==> config.mk <==
export PLATFORM = sky130hd
export DESIGN_NAME = bidir_xcvr
export DESIGN_NICKNAME = d
export VERILOG_FILES = /design/src/rtl/bidir_xcvr.sv
export SDC_FILE = /design/constraint.sdc
export NUM_CORES = 1
export LEC_CHECK = 0
export BUFFER_PORTS_ARGS = -buffer_cell sky130_fd_sc_hd__buf_2
export CORE_UTILIZATION = 30
export DETAILED_ROUTE_END_ITERATION = 16
export PLACE_DENSITY = 0.57
export SYNTH_ARGS = -nofsm -noshare
export SYNTH_HDL_FRONTEND = slang
export SYNTH_SLANG_ARGS = --single-unit
==> constraint.sdc <==
create_clock -name clk -period 1.9 [get_ports clk]
set_input_delay 0.38 -clock clk [delete_from_list [all_inputs] [get_ports clk]]
set_output_delay 0.38 -clock clk [all_outputs]
set_load 0.01 [all_outputs]
==> src/rtl/bidir_xcvr.sv <==
`timescale 1ns/1ps
module bidir_xcvr #(
  parameter int WIDTH = 18
) (
  input  logic             clk,
  input  logic             rst_n,
  input  logic [WIDTH-1:0] a_in,
  output logic [WIDTH-1:0] a_out,
  output logic             a_drive,
  input  logic [WIDTH-1:0] b_in,
  output logic [WIDTH-1:0] b_out,
  output logic             b_drive,
  input  logic             ab_oe_n,
  input  logic             ab_le,
  input  logic             ab_cp,
  input  logic             ab_ce_n,
  input  logic             ba_oe_n,
  input  logic             ba_le,
  input  logic             ba_cp,
  input  logic             ba_ce_n
);
  localparam int NDIR = 2;

  logic [NDIR-1:0][WIDTH-1:0] src, dst;
  logic [NDIR-1:0]            le, cp, ce_n;

  assign src  = {b_in,    a_in};
  assign le   = {ba_le,   ab_le};
  assign cp   = {ba_cp,   ab_cp};
  assign ce_n = {ba_ce_n, ab_ce_n};

  for (genvar d = 0; d < NDIR; d++) begin : g_dir
    logic             cp_q;
    logic             take;
    logic [WIDTH-1:0] store;

    always_ff @(posedge clk)
      if (!rst_n) cp_q <= 1'b1;
      else        cp_q <= cp[d];

    assign take = le[d] | (cp[d] & ~cp_q & ~ce_n[d]);

    always_ff @(posedge clk)
      if (take) store <= src[d];

    assign dst[d] = le[d] ? src[d] : store;
  end

  assign b_out   = dst[0];
  assign a_out   = dst[1];
  assign b_drive = ~ab_oe_n;
  assign a_drive = ~ba_oe_n;
endmodule

==> results by group <==
Outcome
  • Status: finished, final reports clean

Die
  • Die width: ~77 um
  • Core area: ~0.0055 mm^2
  • Die area: 0.005978 mm^2
  • Starting Density: 0.3109
  • Row count: 27
  • Die H: 77.32 um
  • Io pins: 84

Timing
  • Setup TNS: 0 ns
  • Fin Hold WS: 0.2698 ns
  • Clock skew: 0.005593 ns
  • Max Slew Vio Count: 0
  • Final setup fails: 0
  • F_max: about 590 MHz
  • Rel. slew slack: 0.6744
  • Final period utilization: 0.8906
  • Hold Vio Cnt, Final: 0
  • Slew @ Worst Pin: slightly below 0.5 ns
  • RSZ-0062 raised after global routing: false
  • Minimum clock period: 1.692 ns

CTS
  • H-tree depth: 2
  • CTS tree: done
  • Post-CTS setup buffers: 0
  • Hold_buf cts: 0
  • Post-CTS Resized: 0
  • Clk root buf: clkbuf_8
  • CTS Sinks: 38
  • CTS Buf Count: 5
  • Worst-path clk slew: 0.08 ns
  • Clk_lat worst skew: 0.28 ns
  • Clk buf depth: 2

Setup path
  • CP Launch Point: ba_le
  • CP Max Fanout: 19
  • Worst r2r src: g_dir[0].cp_q
  • WP data required: 1.52 ns
  • Arrival time worst endpoint: ~1.3 ns
  • Critical path class: in -> out
  • CP endpoint kind: output port
  • CP Launch Type: input port

Logic synthesis
  • Yosys cell types: 10
  • Share of the synthesized area in the top cell type: 0.6353
  • Mean post-synth cell area: 19.79 um^2
  • #FFs+latches synth: 38
  • Cell taking the most area after synthesis: edfxtp_1
  • Syn Nets: 132
  • Seq/Total Area, Yosys: 0.6588
  • Synth top area cells: edfxtp_1, mux2_4, mux2_2
  • Yosys warning count: 0
  • Cell Area, Synth: 0.001702 mm^2
  • Cell count after synthesis: 86

Detailed routing
  • Via count: 1059
  • Vias per cell: 4.305
  • Final ANT Viol Nets: 0
  • Met2 wire length: between 1500 and 2000 um
  • Iter 0 DRT Violations: 26
  • Met3 WL: 213 um
  • Top sig layer: met4
  • Routed WL: 3242 um
  • M1 WL: 1337 um
  • Routed wire length per instance: 13.18 um
  • Drt first pass iters: 6
  • Remaining DRCs: 0

Layout
  • Fill count: 535
  • Area grow syn2layout: 32.79%
  • NumNets Final: 219
  • Share of cells above drive strength 1: 0.7471
  • ANT cells: 0

Hold path
  • Worst hold path type: in -> reg
  • Hold Crit Start: rst_n

Global routing
  • First-pass GRT wire length: 5147 um
  • Grt total ovfl: 0
  • Total GRT Usage: 0.1128
  • Vias in the first global route: about 1000
  • Largest net degree at the start of global routing: 20
  • Initial antenna violation count: 0

Job
  • MaxCap Viol Count: 0

Placement
  • Placed wire-length estimate: 2463 um
  • IO buf count: 83
  • RePlAce Congestion: 0.7299

Power and ir drop
  • Maximum VDD drop: 0.2631 mV
  • Lkg Pwr: around 1.0 nW
  • Power per cell area: between 800 and 900 mW/mm^2
-- Yosys cell counts (all sizes together) --
cell / number
a21o: 2
buf: 4
dfxtp: 2
edfxtp: 36
inv: 2
mux2: 36
nand2b: 2
nor2: 2
-- flip-flops by register name (all words and copies together), names as in the netlist --
register	count
g_dir.store	36
g_dir.cp_q	2
-- metrics by stage --
stage	power (mW)	area, um^2	utilization	instances	setup slack (ns)
after floorplan	1.172	1702	-	86	0.5700
after global placement	1.286	2165	0.3955	238	0.2407
after detailed placement	1.298	2165	0.3955	238	0.1937
after CTS	1.878	2260	0.4129	246	0.1924
after global routing	1.952	2260	0.4129	246	0.1445
final	1.845	2260	0.4129	246	0.2079
-- cells by family after synthesis --
group,Yosys count,synth area share
mux,36,0.2779
buf+inv,6,0.04118
flops,38,0.6588
simple gates,4,0.01177
compound gates,2,0.01030
-- critical path: stages --
cell and delay [ns]:
buf_2 0.40, mux2_2 0.39, buf_2 0.14
-- power breakdown --
part / internal [mW] / switching, mW
Sequential: 0.974 / 0.0136
Combinational: 0.157 / 0.129
Clock: 0.292 / 0.280
Total: 1.42 / 0.423
-- final timing paths --
kind / endpoint / cells after the start / slack (ns)
worst min register to register: g_dir[1].store[13] / 2 / 0.93
worst max register to register: g_dir[0].store[2] / 2 / 0.73
worst min-delay path: g_dir[0].cp_q / 2 / 0.27
worst max-delay path: a_out[17] / 3 / 0.21
-- per-layer routing --
metal / up-vias / GRT usage
li1: 502 / -
met1: 513 / 0.1367
met2: 42 / 0.1796
met3: 2 / 0.04286
met4: 0 / 0.04528
met5: - / 0
-- cell type report --
class | instances | area [um^2] | share of cell area
sequential | 38 | 1121 | 0.4961
multi-input combinational | 42 | 510.5 | 0.2259
clock inverter | 2 | 12.51 | 0.005537
timing repair buffer | 84 | 435.4 | 0.1927
inverter | 2 | 7.507 | 0.003322
tap | 72 | 90.09 | 0.03987
clock buffer | 6 | 82.58 | 0.03654
-- cells in the final DEF (no fill, tap or decap), drive strengths merged --
cell / instances
clkbuf: 6
clkinvlp: 1
inv: 2
dfxtp: 2
a21o: 2
clkinv: 1
buf: 84
nand2b: 2
nor2: 2
edfxtp: 36
mux2: 36
No activity file was read; power rests on OpenSTA's default activity.
